## src/rtl/fpt_pkg.sv

```systemverilog
// Package: shared types and helpers for the FIFO page replacement tracker.
// Assumes: nothing beyond IEEE 1800-2017.
package fpt_pkg;

    // Outcome of one reference, resolved combinationally in the top.
    typedef enum logic [1:0] {
        REF_NONE  = 2'd0,
        REF_HIT   = 2'd1,
        REF_FAULT = 2'd2
    } ref_kind_e;

    // Index width for a set of n entries, never below one bit.
    function automatic int idx_width(input int n);
        return (n > 1) ? $clog2(n) : 1;
    endfunction

endpackage

```

## src/rtl/fpt_tag_match.sv

```systemverilog
// Module: parallel residency lookup.
// Compares the incoming page against every valid tag in the same cycle and
// returns a match vector, a hit flag and the matching frame index.
// Assumes: at most one valid tag holds a given page (guaranteed by the top,
// which only installs a page after a miss).
module fpt_tag_match #(
    parameter int N_FRAMES = 4,
    parameter int PAGE_W   = 8,
    localparam int IDX_W   = fpt_pkg::idx_width(N_FRAMES)
) (
    input  logic [N_FRAMES*PAGE_W-1:0] tags_flat,
    input  logic [N_FRAMES-1:0]        tag_valid,
    input  logic [PAGE_W-1:0]          page,
    output logic [N_FRAMES-1:0]        match_vec,
    output logic                       any_match,
    output logic [IDX_W-1:0]           match_idx
);

    // One comparator per frame.
    for (genvar g = 0; g < N_FRAMES; g++) begin : g_cmp
        assign match_vec[g] = tag_valid[g] &&
                              (tags_flat[g*PAGE_W +: PAGE_W] == page);
    end

    assign any_match = |match_vec;

    // Encode the (single) matching frame into an index.
    always_comb begin
        match_idx = '0;
        for (int i = 0; i < N_FRAMES; i++) begin
            if (match_vec[i]) match_idx = IDX_W'(i);
        end
    end

endmodule

```

## src/rtl/fpt_fifo_ptr.sv

```systemverilog
// Module: arrival-order pointer and fill tracker.
// Points at the frame to fill next. While frames are free, that is the lowest
// free frame. Once all are full, it is the frame whose page arrived first.
// Advances by one (wrapping) on each installing fault.
// Assumes: adv is asserted only for a fault that writes a frame.
module fpt_fifo_ptr #(
    parameter int N_FRAMES = 4,
    localparam int IDX_W   = fpt_pkg::idx_width(N_FRAMES),
    localparam int FILL_W  = $clog2(N_FRAMES + 1)
) (
    input  logic             clk,
    input  logic             rst_n,
    input  logic             adv,
    output logic [IDX_W-1:0] oldest_idx,
    output logic             all_full
);

    localparam logic [IDX_W-1:0]  LAST_IDX = IDX_W'(N_FRAMES - 1);
    localparam logic [FILL_W-1:0] FULL_CNT = FILL_W'(N_FRAMES);

    logic [IDX_W-1:0]  ptr_q;
    logic [FILL_W-1:0] fill_q;

    // Circular pointer: moves to the next frame after each install.
    always_ff @(posedge clk) begin
        if (!rst_n)          ptr_q <= '0;
        else if (adv)        ptr_q <= (ptr_q == LAST_IDX) ? '0 : ptr_q + 1'b1;
    end

    // Fill counter: counts occupied frames up to N_FRAMES, then holds.
    always_ff @(posedge clk) begin
        if (!rst_n)                       fill_q <= '0;
        else if (adv && fill_q != FULL_CNT) fill_q <= fill_q + 1'b1;
    end

    assign oldest_idx = ptr_q;
    assign all_full   = (fill_q == FULL_CNT);

endmodule

```

## src/rtl/fpt_sat_counter.sv

```systemverilog
// Module: saturating event counter.
// Counts inc pulses and holds at its all-ones value.
// Assumes: one increment per cycle at most.
module fpt_sat_counter #(
    parameter int CNT_W = 16
) (
    input  logic             clk,
    input  logic             rst_n,
    input  logic             inc,
    output logic [CNT_W-1:0] count
);

    localparam logic [CNT_W-1:0] CNT_MAX = '1;

    logic [CNT_W-1:0] cnt_q;

    // Increment unless already at the ceiling.
    always_ff @(posedge clk) begin
        if (!rst_n)                        cnt_q <= '0;
        else if (inc && cnt_q != CNT_MAX)  cnt_q <= cnt_q + 1'b1;
    end

    assign count = cnt_q;

endmodule

```

## src/rtl/fifo_page_tracker.sv

```systemverilog
// Module: FIFO page replacement tracker (top).
// Holds N_FRAMES resident page tags. A reference is looked up in all frames
// at once. A miss installs the page in the frame named by the arrival-order
// pointer, displacing the earliest arrival once the set is full. Results are
// registered and valid for one cycle after the reference.
// Assumes: one reference per cycle; synchronous active-low reset.
module fifo_page_tracker
    import fpt_pkg::*;
#(
    parameter int N_FRAMES = 4,
    parameter int PAGE_W   = 8,
    parameter int CNT_W    = 16,
    localparam int IDX_W   = fpt_pkg::idx_width(N_FRAMES)
) (
    input  logic              clk,
    input  logic              rst_n,
    input  logic              ref_valid,
    input  logic [PAGE_W-1:0] ref_page,
    output logic              hit,
    output logic              fault,
    output logic              victim_valid,
    output logic [PAGE_W-1:0] victim_page,
    output logic [IDX_W-1:0]  frame_idx,
    output logic [CNT_W-1:0]  fault_count
);

    logic [PAGE_W-1:0]          tag_q [N_FRAMES];
    logic [N_FRAMES-1:0]        valid_q;
    logic [N_FRAMES*PAGE_W-1:0] tags_flat;
    logic [N_FRAMES-1:0]        match_vec;
    logic                       any_match;
    logic [IDX_W-1:0]           match_idx;
    logic [IDX_W-1:0]           oldest_idx;
    logic                       all_full;
    ref_kind_e                  kind;
    logic                       install;

    logic              hit_q;
    logic              fault_q;
    logic              vv_q;
    logic [PAGE_W-1:0] vp_q;
    logic [IDX_W-1:0]  fidx_q;

    // Flatten the tag array for the lookup module.
    for (genvar g = 0; g < N_FRAMES; g++) begin : g_flat
        assign tags_flat[g*PAGE_W +: PAGE_W] = tag_q[g];
    end

    fpt_tag_match #(
        .N_FRAMES (N_FRAMES),
        .PAGE_W   (PAGE_W)
    ) u_match (
        .tags_flat (tags_flat),
        .tag_valid (valid_q),
        .page      (ref_page),
        .match_vec (match_vec),
        .any_match (any_match),
        .match_idx (match_idx)
    );

    // Classify the current reference.
    always_comb begin
        if (!ref_valid)     kind = REF_NONE;
        else if (any_match) kind = REF_HIT;
        else                kind = REF_FAULT;
    end

    assign install = (kind == REF_FAULT);

    fpt_fifo_ptr #(
        .N_FRAMES (N_FRAMES)
    ) u_ptr (
        .clk        (clk),
        .rst_n      (rst_n),
        .adv        (install),
        .oldest_idx (oldest_idx),
        .all_full   (all_full)
    );

    // Per-frame tag and valid storage; written only when selected by a fault.
    for (genvar g = 0; g < N_FRAMES; g++) begin : g_frame
        always_ff @(posedge clk) begin
            if (!rst_n) begin
                tag_q[g]   <= '0;
                valid_q[g] <= 1'b0;
            end else if (install && oldest_idx == IDX_W'(g)) begin
                tag_q[g]   <= ref_page;
                valid_q[g] <= 1'b1;
            end
        end
    end

    fpt_sat_counter #(
        .CNT_W (CNT_W)
    ) u_cnt (
        .clk   (clk),
        .rst_n (rst_n),
        .inc   (install),
        .count (fault_count)
    );

    // Register the per-reference result for one cycle.
    always_ff @(posedge clk) begin
        if (!rst_n) begin
            hit_q   <= 1'b0;
            fault_q <= 1'b0;
            vv_q    <= 1'b0;
            vp_q    <= '0;
            fidx_q  <= '0;
        end else begin
            hit_q   <= (kind == REF_HIT);
            fault_q <= install;
            vv_q    <= install && all_full;
            vp_q    <= (install && all_full) ? tag_q[oldest_idx] : '0;
            case (kind)
                REF_HIT:   fidx_q <= match_idx;
                REF_FAULT: fidx_q <= oldest_idx;
                default:   fidx_q <= '0;
            endcase
        end
    end

    assign hit          = hit_q;
    assign fault        = fault_q;
    assign victim_valid = vv_q;
    assign victim_page  = vp_q;
    assign frame_idx    = fidx_q;

endmodule

```

## config.mk

```make
export PLATFORM = sky130hd
export DESIGN_NAME = fifo_page_tracker
export DESIGN_NICKNAME = d
export VERILOG_FILES = /design/src/rtl/fpt_pkg.sv /design/src/rtl/fpt_tag_match.sv /design/src/rtl/fpt_fifo_ptr.sv /design/src/rtl/fpt_sat_counter.sv /design/src/rtl/fifo_page_tracker.sv
export SDC_FILE = /design/constraint.sdc
export NUM_CORES = 1
export LEC_CHECK = 0
export CAP_MARGIN = 10
export CORE_UTILIZATION = 30
export CTS_CLUSTER_DIAMETER = 80
export DETAILED_ROUTE_END_ITERATION = 8
export DONT_BUFFER_PORTS = 1
export GPL_ROUTABILITY_DRIVEN = 1
export PLACE_DENSITY = 0.48
export SYNTH_ARGS = -nofsm -noshare
export SYNTH_HDL_FRONTEND = slang
export SYNTH_SLANG_ARGS = --single-unit
```

## constraint.sdc

```tcl
create_clock -name clk -period 5.94 [get_ports clk]
set_input_delay 1.188 -clock clk [delete_from_list [all_inputs] [get_ports clk]]
set_output_delay 1.188 -clock clk [all_outputs]
set_load 0.05 [all_outputs]
```

* After elaboration in Yosys (flattened, before gate mapping)
Memories as Yosys holds them, arrays and structs flattened. A register that Yosys moved wholly into a read port is not among the register bits.
Cells that the tools add are included.
** Word-level totals
- Bits in registers :: 30
- Bits in latches :: 0
- Memory bits (writable) :: 32
- ROM bits :: 0
- Input bits :: 11
- Output and inout bits :: 29
- Word-level logic and storage cells :: 70
- Memories kept :: 1
** Operators by class
- Add/subtract/negate cells :: 3
- $mul :: 0
- Divide/modulo/power cells :: 0
- $lt $le $gt $ge :: 0
- Equal/unequal tests :: 12
- Shifts and indexed selects :: 0
- Muxes and demuxes :: 24
- Bitwise operators :: 4
- Reductions and logical operators :: 15
** Memories
- tag_q :: words 4, bits a word 8, read ports 5, clocked after Yosys merged registers in 1, wr ports 4, line fifo_page_tracker.sv:27 : logic [PAGE_W-1:0] tag_q [N_FRAMES];
** Operators with widths (number)
- equality test 8 bit :: 4
- two-way mux 8 bit :: 4
- adder 16 x 1 -> 16 bit (second input constant) :: 1
- inequality test 16 bit (second input constant) :: 1
- two-way mux 1 bit :: 14
- logical AND 1 bit :: 11
- two-way mux 2 bit :: 5
- equality test 2 bit (second input constant) :: 3
- equality test 2 x 1 -> 1 bit (second input constant) :: 2
- OR 1 bit :: 4
- case mux 2 bit (2 select lines) :: 1
- OR reduction 4 bit :: 1
- adder 3 x 1 -> 3 bit (second input constant) :: 1
- equality test 3 bit (second input constant) :: 1
- inequality test 3 bit (second input constant) :: 1
- adder 2 x 1 -> 2 bit (second input constant) :: 1
- zero test 2 bit :: 1
- AND reduction 2 bit :: 1
- zero test 1 bit :: 1

* Depth between registers and ports, before layout
An unclocked memory read counts as a cell.
- Depth after elaboration :: 12
- Mapped depth :: 10

* By module
A second synthesis with hierarchy kept.
** Second synthesis, totals
- Cell total of the unflattened synthesis :: 321
- Area, all modules :: 3494.6 µm²
** By module, submodules not included
- fifo_page_tracker :: instances 1, cells each 144, area each 1995.7 µm²
- fpt_sat_counter :: instances 1, cells each 97, area each 837.1 µm²
- fpt_tag_match :: instances 1, cells each 53, area each 400.4 µm²
- fpt_fifo_ptr :: instances 1, cells each 27, area each 261.5 µm²

* Least setup slack after synthesis
Ideal clock, no wire load.
- Kind :: input port to flip-flop
- Start point :: input port ref_page[5]
- End point :: memory tag_q[0][0], enable pin
- Library setup time :: 275 ps
- Arrival :: 2647 ps
- Slack :: 3019 ps
- Cell stages on the path :: 8
- Cell sequence :: buf_4 -> xor2_1 -> nor4_1 -> nand4_1 -> and2_1 -> and3_1 -> clkbuf_1 -> a21o_1
** RTL lines
- from (decl) :: line fifo_page_tracker.sv:18 : input logic [PAGE_W-1:0] ref_page,
- to (decl) :: line fifo_page_tracker.sv:27

==> results.toml <==
[outcome]
violations = "design-rule violations"
status = "finished, violations left"

[final_layout]
areaGrowthSynthToFinish_pct = 9.27
drive_gt1_share_pct = 10.0
layout.nets = 333
final_core_util_pct = 34.0
n_fill_cell = 1144
n_antenna_cell = 0

[critical_path]
cp_slowest_cell = "nor4_2"
reg2reg_to = "tag_q[2][1]"
crit_path_start_kind = "input port"
r2r-start = "tag_q[3][2]"
criticalPathCategory = "in -> reg"
crit_chain = "xor2_1, nor3_1, nand4_1, nand2_1, nor4_2, and2_1"
reg2reg_slack_ns = 3.01
arrival_ns = 3.52
critical_path_required_ns = 6.14
crit_fanout = 35
worstRegToRegCells = 6
cpPeakStageDelay_ns = 1.07
end_kind = "flop"

[power_and_ir_drop]
seqPwrFrac_pct = 46.3
peakVddDrop_v = 0.000128
power_switching_share_pct = 22.6
pwr-share-clk_pct = 46.7
p_leak_uw = 0.00141
p_int_uw = 933
power_frac_comb_pct = 7.0
powerDensity_nw_per_um2 = 306
p_switching_uw = 272

[global_routing]
grt_overflow_total = 0
grt_max_degree = 36
grt_pass1_wl_um = 12900
first_global_vias = 2290
antenna_found_initial = 0
grt_use_total_pct = 13.8

[yosys]
synth.most_common_cell = "dfxtp_1"
synth_top_area_share_pct = 26.7
ys_ff_latch = 70
syn-cell-area_sq_um = 3600
synth_edf_count = 32
syn_area_per_cell_sq_um = 10.9
async_flop_share_pct = 0
synthFlopType = "dfxtp_1"
synth_commonest_cells = "dfxtp_1 (38), and2_1 (33), edfxtp_1 (32)"
yosysUniqueCellTypes = 38
syn_inst = 329
synth-seq-area-share_pct = 47.8
synth.area.top_cells = "edfxtp_1 (27%), dfxtp_1 (21%), and2_1 (5.7%)"
synth_largest_area_cell = "edfxtp_1"
synth_nets = 347
synth_warnings = 0

[drt]
met3WireLength_um = 441
top_layer = "met4"
first_pass_iters = 6
avgRoutedWirePerCell_um = 17.5
drt-met1-wl_um = 3930
wl_met2_um = 3560
postRouteWirelength_um = 8090
drt-initial-drc-count = 220
vias = 2385
drtAntennaViolNets = 0
drc = 3
vias_per_cell = 5.15

[timing]
period_minus_slack_ns = 3.32
hold_viol = 0
fin_setup_tns_ns = 0
rsz0062_at_grt = "false"
fin_skew_ns = 0.00520
tightest_slew_ns = 1.19
setup_viol = 0
slew_headroom_pct = 20.9
period_share_pct = 55.9
clock.fmax_mhz = 301
slew_violations = 0

[place]
hpwl_um = 5660
place.gp.congestion = 0.792
io_buffers = 0

[cts]
clk_pin_slew_worst_paths_ns = 0.06
cts_resized = 0
root_buffer = "clkbuf_16"
clock-sinks = 70
clockBufferDepth = 2
cts_tree = "done"
ctsHoldBuffers = 0
clock_latency_ns = 0.34
numCtsBuffers = 9
post_cts_buffers = 0
h-tree-depth = 3

[floorplan]
rows = 39
die_h_um = 112
fp.dieW_um = 112
initial_utilization_pct = 31.1
io_pins = 40
die-area_sq_um = 12500
core_area_sq_um = 11600

[worst_hold_path]
hold_end = "valid_q[1]"
holdPathStages = 1
hp-start = "valid_q[1]"
hold_class = "reg -> reg"

[run]
drv_cap = 0
critical path, delay by kind of cell:
family	cells	cell delay, ns
XOR/XNOR	1	0.15
AND/OR/NAND/NOR	5	2.19
metrics by stage:
stage	std cells	worst slack, ns	total power [uW]	area [sq um]	hold WS [ns]
after floorplan	329	3.02	641	3600	0.426
after global placement	447	2.27	655	3630	0.434
after CTS	463	2.59	1220	3940	0.453
after detailed placement	447	2.25	654	3630	0.439
after global routing	463	2.37	1250	3940	0.478
final	463	2.62	1200	3940	0.452
registers in the layout (all words and copies together) (netlist names), 2 cells and up:
name / count
u_ptr.fill_q: 3
tag_q: 32
victim_page: 8
u_cnt.count: 16
frame_idx: 2
u_ptr.oldest_idx: 2
valid_q: 4
logic make-up after synthesis:
group,Yosys count,share of synthesized area (%)
AOI/OAI and AO/OA,41,8.09
muxes,15,6.95
buffers and inverters,36,5.28
adders and majority gates,7,2.43
DFF,70,47.8
xor gates and xnor gates,32,7.78
and+or+nand+nor,128,21.7
cells in the final DEF (no fill, tap or decap), types with 2 or more instances in the layout:
cell / count
xnor2_1: 18
nor4_1: 3
a21oi_1: 11
ha_1: 7
nor2b_2: 8
nand2_1: 21
edfxtp_1: 32
dfxtp_1: 38
o41ai_1: 4
nor3_1: 9
a21o_1: 8
nand4_1: 14
or4_1: 8
mux2i_1: 7
clkinv_1: 5
nor2_1: 5
bufinv_16: 2
inv_1: 11
clkbuf_16: 9
nand2b_1: 7
and2_1: 33
o311ai_0: 4
nor4_2: 4
nand3_1: 8
o31ai_1: 10
xor2_1: 14
and3_1: 3
mux4_2: 8
area by class of cell:
| type | instances | area (sq um) | share of cell area (%) |
|---|---|---|---|
| Multi-Input combinational cell | 223 | 1690 | 42.9 |
| Tap cell | 143 | 179 | 4.55 |
| Inverter | 11 | 41.3 | 1.05 |
| Clock inverter | 7 | 78.8 | 2.00 |
| Clock buffer | 9 | 225 | 5.72 |
| Sequential cell | 70 | 1720 | 43.7 |
power by group through the flow:
stage	Clock, uW	Sequential, uW	Combinational (uW)
global route	592	561	94.5
CTS	572	558	85.9
detailed placement	0	568	85.5
finish	562	558	84.6
floorplan	0	556	85.1
global placement	0	569	86.4
worst max path at each step:
| stage | start | endpoint | slack (ns) |
|---|---|---|---|
| detailed placement | ref_page[7] | tag_q[2][1] | 2.25 |
| global route | ref_page[7] | tag_q[2][1] | 2.37 |
| finish | ref_page[7] | tag_q[2][1] | 2.62 |
| floorplan | ref_page[5] | tag_q[0][0] | 3.02 |
| CTS | ref_page[7] | tag_q[2][1] | 2.59 |
| global placement | ref_page[5] | tag_q[2][7] | 2.27 |
routing by layer:
layer | track usage [%] | up-vias
met3 | 4.57 | 12
li1 | - | 1166
met1 | 18.1 | 1154
met2 | 20.5 | 53
met5 | 0 | -
met4 | 6.04 | 0
Note: power is estimated with default switching activity, not from simulation.
